File: config.mk
export PLATFORM = sky130hd
export DESIGN_NAME = hp_slot_seq
export DESIGN_NICKNAME = d
export VERILOG_FILES = /design/src/rtl/hp_seq_pkg.sv /design/src/rtl/hp_mrl_sync.sv /design/src/rtl/hp_pwr_decide.sv /design/src/rtl/hp_dly_timer.sv /design/src/rtl/hp_slot_seq.sv
export SDC_FILE = /design/constraint.sdc
export NUM_CORES = 1
export LEC_CHECK = 0
export BUFFER_PORTS_ARGS = -buffer_cell sky130_fd_sc_hd__buf_2
export CORE_MARGIN = 3
export CORE_UTILIZATION = 59
export DETAILED_ROUTE_END_ITERATION = 16
export HOLD_SLACK_MARGIN = 0.08
export PLACE_DENSITY = 0.79
export SLEW_MARGIN = 0
export SYNTH_ARGS = -nofsm -noshare
export SYNTH_HDL_FRONTEND = slang
export SYNTH_SLANG_ARGS = --single-unit
File: constraint.sdc
create_clock -name clk_i -period 5.17 [get_ports clk_i]
set_input_delay 0.517 -clock clk_i [delete_from_list [all_inputs] [get_ports clk_i]]
set_output_delay 0.517 -clock clk_i [all_outputs]
set_load 0.005 [all_outputs]
File: src/rtl/hp_seq_pkg.sv
package hp_seq_pkg;
  typedef struct packed {
    logic ctrl_present;
    logic mrl_present;
    logic pwr_ctrl;
    logic eeprom;
  } slot_cfg_t;

  localparam slot_cfg_t CFG_RST = '{ctrl_present: 1'b1, mrl_present: 1'b1,
                                     pwr_ctrl: 1'b1, eeprom: 1'b0};
endpackage

File: src/rtl/hp_mrl_sync.sv
module hp_mrl_sync #(
  parameter int STAGES = 2
) (
  input  logic clk_i,
  input  logic mrl_ni,
  output logic mrl_sync_no
);
  logic [STAGES-1:0] sync_q;

  // no reset: the latch level must be valid at the moment reset exits
  generate
    if (STAGES == 1) begin : g_one
      always_ff @(posedge clk_i) sync_q <= mrl_ni;
    end else begin : g_chain
      always_ff @(posedge clk_i) sync_q <= {sync_q[STAGES-2:0], mrl_ni};
    end
  endgenerate

  assign mrl_sync_no = sync_q[STAGES-1];
endmodule

File: src/rtl/hp_pwr_decide.sv
module hp_pwr_decide
  import hp_seq_pkg::*;
(
  input  logic      clk_i,
  input  logic      rst_ni,
  input  logic      mrl_sync_ni,
  input  slot_cfg_t cfg_i,
  output logic      sampled_o,
  output slot_cfg_t cfg_o
);
  logic      sampled_q;
  slot_cfg_t cfg_q;
  logic      pwr_ctrl_d;

  // latch closed with sensor fitted clears power-control
  assign pwr_ctrl_d = cfg_i.pwr_ctrl & ~(cfg_i.mrl_present & ~mrl_sync_ni);

  always_ff @(posedge clk_i or negedge rst_ni) begin
    if (!rst_ni) begin
      sampled_q <= 1'b0;
      cfg_q     <= CFG_RST;
    end else if (!sampled_q) begin
      sampled_q          <= 1'b1;
      cfg_q.ctrl_present <= cfg_i.ctrl_present;
      cfg_q.mrl_present  <= cfg_i.mrl_present;
      cfg_q.eeprom       <= cfg_i.eeprom;
      cfg_q.pwr_ctrl     <= pwr_ctrl_d;
    end
  end

  assign sampled_o = sampled_q;
  assign cfg_o     = cfg_q;

  AST_SAMPLE_ONCE: assert property (@(posedge clk_i) disable iff (!rst_ni)
    sampled_q |=> $stable(cfg_q));
  AST_MRL_CLOSED_CLEARS: assert property (@(posedge clk_i) disable iff (!rst_ni)
    (!sampled_q && cfg_i.mrl_present && !mrl_sync_ni) |=> !cfg_q.pwr_ctrl);
  AST_NO_SENSOR_PASS: assert property (@(posedge clk_i) disable iff (!rst_ni)
    (!sampled_q && !cfg_i.mrl_present) |=> (cfg_q.pwr_ctrl == $past(cfg_i.pwr_ctrl)));
endmodule

File: src/rtl/hp_dly_timer.sv
module hp_dly_timer #(
  parameter int DLY_NOEE = 610_000,
  parameter int DLY_EE   = 1_870_000
) (
  input  logic clk_i,
  input  logic rst_ni,
  input  logic eeprom_i,
  output logic expired_o
);
  localparam int DLY_MAX = (DLY_EE > DLY_NOEE) ? DLY_EE : DLY_NOEE;
  localparam int CW      = $clog2(DLY_MAX + 1);

  logic [CW-1:0] cnt_q;
  logic [CW-1:0] limit;

  assign limit     = eeprom_i ? CW'(DLY_EE) : CW'(DLY_NOEE);
  assign expired_o = (cnt_q >= limit);

  // counts from the first edge after reset exit, then saturates
  always_ff @(posedge clk_i or negedge rst_ni) begin
    if (!rst_ni)            cnt_q <= '0;
    else if (cnt_q < limit) cnt_q <= cnt_q + 1'b1;
  end

  AST_CNT_BOUND: assert property (@(posedge clk_i) disable iff (!rst_ni)
    cnt_q <= CW'(DLY_MAX));
  AST_EXPIRED_HOLDS: assert property (@(posedge clk_i) disable iff (!rst_ni)
    (expired_o && $stable(eeprom_i)) |=> expired_o);
endmodule

File: src/rtl/hp_slot_seq.sv
module hp_slot_seq
  import hp_seq_pkg::*;
#(
  parameter int DLY_NOEE    = 610_000,
  parameter int DLY_EE      = 1_870_000,
  parameter int SYNC_STAGES = 2
) (
  input  logic clk_i,
  input  logic rst_ni,
  input  logic mrl_ni,
  input  logic eeprom_present_i,
  input  logic cfg_ctrl_present_i,
  input  logic cfg_mrl_present_i,
  input  logic cfg_pwr_ctrl_i,
  output logic pwr_en_no,
  output logic pwr_led_no,
  output logic attn_led_no,
  output logic pwr_ctrl_o
);
  localparam int DLY_MAX = (DLY_EE > DLY_NOEE) ? DLY_EE : DLY_NOEE;
  localparam int CW      = $clog2(DLY_MAX + 1);

  logic      mrl_sync_n;
  logic      sampled;
  logic      expired;
  logic      pwr_on;
  slot_cfg_t cfg_in;
  slot_cfg_t cfg_q;

  assign cfg_in = '{ctrl_present: cfg_ctrl_present_i, mrl_present: cfg_mrl_present_i,
                    pwr_ctrl: cfg_pwr_ctrl_i, eeprom: eeprom_present_i};

  hp_mrl_sync #(.STAGES(SYNC_STAGES)) u_sync (
    .clk_i       (clk_i),
    .mrl_ni      (mrl_ni),
    .mrl_sync_no (mrl_sync_n)
  );

  hp_pwr_decide u_decide (
    .clk_i       (clk_i),
    .rst_ni      (rst_ni),
    .mrl_sync_ni (mrl_sync_n),
    .cfg_i       (cfg_in),
    .sampled_o   (sampled),
    .cfg_o       (cfg_q)
  );

  hp_dly_timer #(.DLY_NOEE(DLY_NOEE), .DLY_EE(DLY_EE)) u_timer (
    .clk_i     (clk_i),
    .rst_ni    (rst_ni),
    .eeprom_i  (cfg_q.eeprom),
    .expired_o (expired)
  );

  assign pwr_on      = sampled & expired & cfg_q.ctrl_present & ~cfg_q.pwr_ctrl;
  assign pwr_en_no   = ~pwr_on;
  assign pwr_led_no  = ~pwr_on;
  assign attn_led_no = 1'b1;
  assign pwr_ctrl_o  = cfg_q.pwr_ctrl;

  // checker-side cycle count since reset exit, independent of the timer
  logic [CW-1:0] chk_cyc_q;
  always_ff @(posedge clk_i or negedge rst_ni) begin
    if (!rst_ni)                       chk_cyc_q <= '0;
    else if (chk_cyc_q < CW'(DLY_MAX)) chk_cyc_q <= chk_cyc_q + 1'b1;
  end

  AST_ON_TIME: assert property (@(posedge clk_i) disable iff (!rst_ni)
    $fell(pwr_en_no) |-> (chk_cyc_q == (cfg_q.eeprom ? CW'(DLY_EE) : CW'(DLY_NOEE))));
  AST_OFF_WHEN_CTRL_SET: assert property (@(posedge clk_i) disable iff (!rst_ni)
    pwr_ctrl_o |-> pwr_en_no);
  AST_NEED_CONTROLLER: assert property (@(posedge clk_i) disable iff (!rst_ni)
    (sampled && !cfg_q.ctrl_present) |-> pwr_en_no);
  AST_STAY_ON: assert property (@(posedge clk_i) disable iff (!rst_ni)
    !pwr_en_no |=> !pwr_en_no);
endmodule

# After elaboration in Yosys (flattened, before gate mapping)
# Index checks and enable logic that the tools add are counted.
# classes
order_cmp	2
n_addsub	1
bitwise	9
n_mux	1
# op_table
cell	n
adder 21 x 1 -> 21 bit (second input constant)	1
>= comparator 21 bit	1
less-than comparator 21 bit	1
two-way mux 21 bit	1
bitwise AND 1 bit	5
NOT 1 bit	4
# totals
wordCells	19
regBits	27
in_bits	7
out_inout_bits	4

# Logic depth before layout (Yosys ltp)
# logic_depth
ltp_word	6
mapped_depth	8
ltp_nobuf	7

# Modules after synthesis
# A second synthesis with hierarchy kept.
# hier_totals
cells_unflattened	148
hier_area_um2	1651.6
# modules_own_cells
mod	cells_per_inst	seq_area_each_um2	area_per_inst_um2	instances
hp_dly_timer	129	525.5	1396.3	1
hp_pwr_decide	13	128.9	187.7	1
hp_mrl_sync	2	40.0	40.0	1
hp_slot_seq	4	0.0	27.5	1

# Worst setup path after synthesis
# Ideal clock, no wire load.
# synth_timing
path_type	register to output
start	register, netlist name u_decide.cfg_o[0]
end	output port pwr_led_no
stages_incl_launch_ff	9
t_required_ns	4.653
path_slack_ns	2.513
n_path_buf	1
arrival_time_ns	2.140
path_cell_list	dfrtp_1 > inv_1 > ha_1 > nand4b_1 > or4_4 > o211a_1 > nand2_1 > nand4b_1 > buf_4
# synth_between
elab_chain_cells	6
# synth_rtl
item	line	rtl
two-way mux 21 bit	hp_dly_timer.sv:16	assign limit = eeprom_i ? CW'(DLY_EE) : CW'(DLY_NOEE);
>= comparator 21 bit	hp_dly_timer.sv:17	assign expired_o = (cnt_q >= limit);
bitwise AND 1 bit (3 in series)	hp_slot_seq.sv:55	assign pwr_on = sampled & expired & cfg_q.ctrl_present & ~cfg_q.pwr_ctrl;
NOT 1 bit	n/a	
end, declared	hp_slot_seq.sv:16	output logic pwr_led_no,
# No other way between the ends.

# Worst setup path after layout
# layout_timing
start	register, netlist name u_decide.cfg_o[0]
end	output port pwr_led_no
# layout_between
elab_chain_cells	6
# layout_rtl
item	line	rtl
two-way mux 21 bit	hp_dly_timer.sv:16	
>= comparator 21 bit	hp_dly_timer.sv:17	
bitwise AND 1 bit (3 in series)	hp_slot_seq.sv:55	
NOT 1 bit	hp_slot_seq.sv:57	assign pwr_led_no = ~pwr_on;
# No other way between the ends.

==> summary.md <==
| Metric | Value |
|---|---|
| WHS | 149.5 ps |
| Pin count of the biggest net entering global routing | 26 |
| Fin Setup TNS | 0 ps |
| Drt pass-1 iters | 4 |
| Avg Cell Area, Syn | 10.58 µm² |
| Initial Util | 0.6481 |
| Most used flip-flop cell after synthesis | dfrtp_1 |
| R2R Setup Slk | 2530 ps |
| Reg-to-reg endpoint | u_timer.cnt_q[1] |
| CTS max path bufs | 2 |
| CP max-delay cell | or4_4 |
| Yosys Warn Count | 0 |
| Share of the synthesized area in the top cell type | 0.3830 |
| Post-synth EDFFs | 0 |
| Reg2Reg Launch Point | u_decide.cfg_o[0] |
| Share of cells above drive strength 1 | 0.1382 |
| RSZ-0062 raised after global routing | false |
| Worst-path maximum fanout | 11 |
| DRC Markers | 0 |
| Num rows | 17 |
| Count of cell types in the netlist | 36 |
| Hold_buf cts | 0 |
| Initial antenna violation count | 0 |
| Final instance area | 1585 µm² |
| Register area | 668.1 µm² |
| Num CTS Buffers | 3 |
| Switching power | 0.07571 mW |
| Post-CTS Repair Setup Buffers | 0 |
| CP top delay family | simple AND/OR/NAND/NOR gates |
| Comb power frac | 0.054 |
| GRT overflow | 0 |
| Die Footprint | 3188 µm² |
| Non-Filler Instances | 180 |
| Crit path capture type | primary output |
| Slew Limit Fails | 0 |
| Reg2Reg Depth | 7 |
| FILL cells | 187 |
| I/O pins | 11 |
| P&R area growth vs syn | 5.495% |
| Crit-path most repeated cell | nand4b_1 |
| Final Setup Violations | 0 |
| Clk_skew | 3.318 ps |
| CP startpoint | u_decide.cfg_o[0] |
| Dpl cells | 176 |
| Post-CTS Resized | 0 |
| CTS sink count | 27 |
| DR iter-0 viols | 41 |
| Total design power | 0.3292 mW |
| Period utilization | 0.6397 |
| Max-slew headroom | 0.4284 |
| Maximum vdd drop | 216.2 µV |
| CP required | 4650 ps |
| Vias per inst | 6.300 |
| Area of the multi-input gates | 784.5 µm² |
| Critical path type | register to primary output |
| Clock slew at reported path FFs | 140 ps |
| Worst EP arrival | 2790 ps |
| Worst-skew pair later-pin latency | 330 ps |
| CP cell instances | inv_1 -> ha_1 -> nand4b_1 -> or4_4 -> o211a_1 -> nand2_1 -> nand4b_1 -> buf_2 |
| Crit-path max cell delay | 580 ps |
| Root Driver | clkbuf_4 |
| Async SR Flop Fraction | 0.9259 |
| WL final | 2842 µm |
| Crit path time final | 3307 ps |
| Sequential area share after synthesis | 0.4446 |
| Int Pwr | 0.2535 mW |
| Status | complete, no violations |
| Reg power frac | 0.665 |
| Post-Syn Instances | 142 |
| H-tree Lvls | 1 |
| Avg WL per Cell | 15.79 µm |
| Core area | 2318 µm² |
| Synth area leaders | dfrtp_1 38%, xnor2_1 9.3%, ha_1 9.2%, nand3_1 4.7%, nand4_1 4.2% |
| Vias in the first global route | 1156 |
| Global-route wire length before repair | 4995 µm |
| Layout net count | 171 |
| Slew @ Worst Pin | 849.6 ps |
| Clock Power Share | 0.281 |
| Critical path buffers and inverters | 2 |
| CTS tree | yes |
| Post-DP HPWL | 2041 µm |
| Startpoint types | register |
| Chip Width | 56.47 µm |
| Ant. Diodes | 0 |
| Max cap viols | 0 |
| Antenna Nets Post-Route | 0 |
| GRT Resource Usage Total | 0.1959 |
| Area leader, netlist | dfrtp_1 |
| Final hold violation count | 0 |
| Leak | 0.7206 nW |
| FF+latch count, synth | 27 |
| Switching Share | 0.2300 |
| Worst min path class | input port to async pin |
| PortBufs | 9 |
| Chip height | 56.47 µm |
| Post-DP Area | 1559 µm² |
| Via count | 1134 |
| RePlAce Congestion | 0.8812 |
| Netlist Area Pre-Place | 1503 µm² |
| Max Clock Freq | 302.4 MHz |
| Power Dens Cells | 207.7 nW/µm² |
[power groups by stage]
stage | Combinational [mW] | Clock, mW | Sequential (mW)
2_1_floorplan | 0.0101 | 0 | 0.222
4_1_cts | 0.0182 | 0.0922 | 0.219
3_5_place_dp | 0.0181 | 0 | 0.223
6_report | 0.0179 | 0.0924 | 0.219
3_3_place_gp | 0.0174 | 0 | 0.223
5_1_grt | 0.0214 | 0.101 | 0.220
[metrics by stage]
stage | util | setup WS [ps]
after CTS | 0.6838 | 1855
after detailed placement | 0.6724 | 2226
final | 0.6838 | 1863
after floorplan | - | 2513
after global placement | 0.6724 | 2322
after global routing | 0.6838 | 1673
[placed cells by master (no fill, tap or decap), types with 2 or more instances in the layout]
cell type  synthesis  routed
a21o_1             2       2
nor4_1             2       2
xnor2_1           16      16
clkbuf_4           0       3
nand4_1           10      10
nor2_1             3       3
inv_1              5       5
mux2_2             3       3
o21ai_0            2       2
dfrtp_1           23      23
nor3_1             5       5
dfxtp_1            2       2
nand2_1            5       5
xor2_1             4       4
dfstp_2            2       2
nand3_1           14      14
buf_2              1       9
ha_1              11      11
conb_1             1       2
or3_1              4       4
nand4b_1           3       3
a21oi_1            3       3
and3_1             6       6
[metal layers]
| metal | track usage | share of wire |
|---|---|---|
| met1 | 0.2735 | 0.48 |
| met2 | 0.3152 | 0.46 |
| met3 | 0.02529 | 0.039 |
| met4 | 0.06102 | 0.018 |
| met5 | 0 | 0 |
[registers in the layout (all words and copies together) (netlist names)]
signal              count
u_decide.sampled_o      1
u_timer.cnt_q          21
u_decide.cfg_o          3
u_sync.sync_q           2
[cell families after synthesis]
| group | count (synthesis) | share of synthesized area |
|---|---|---|
| simple gates | 57 | 0.2215 |
| flops | 27 | 0.4446 |
| xor+xnor | 20 | 0.1166 |
| compound gates | 13 | 0.06494 |
| fa+ha+maj | 11 | 0.09159 |
| buf+inv | 10 | 0.03580 |
| mux | 3 | 0.02248 |
| other cells | 1 | 0.002496 |
[synthesized netlist by cell type, types with 2 or more instances]
cell type	number
and3_1	6
nor2_1	3
dfxtp_1	2
ha_1	11
nand4_1	10
buf_4	2
nand4b_1	3
inv_1	5
nand2_1	5
nor4_1	2
or3_1	4
nor3_1	5
a21o_1	2
dfstp_2	2
xor2_1	4
a21oi_1	3
dfrtp_1	23
mux2_2	3
xnor2_1	16
nand3_1	14
o21ai_0	2
[worst max-delay path by stage]
stage | end | slack (ps) | cells past startpoint
6_report | pwr_led_no | 1860 | 8
5_1_grt | pwr_en_no | 1670 | 8
4_1_cts | pwr_led_no | 1850 | 8
3_5_place_dp | pwr_led_no | 2230 | 8
3_3_place_gp | pwr_en_no | 2320 | 8
2_1_floorplan | pwr_led_no | 2510 | 8
[layout make-up]
cell class              count  area share
clock buffers               4     0.01657
inverters                   5     0.01184
multi-input cells         106      0.4949
flip-flops and latches     27      0.4215
well taps                  28     0.02210
repair buffers             10     0.03315
Power figures use the tool's default switching activity.
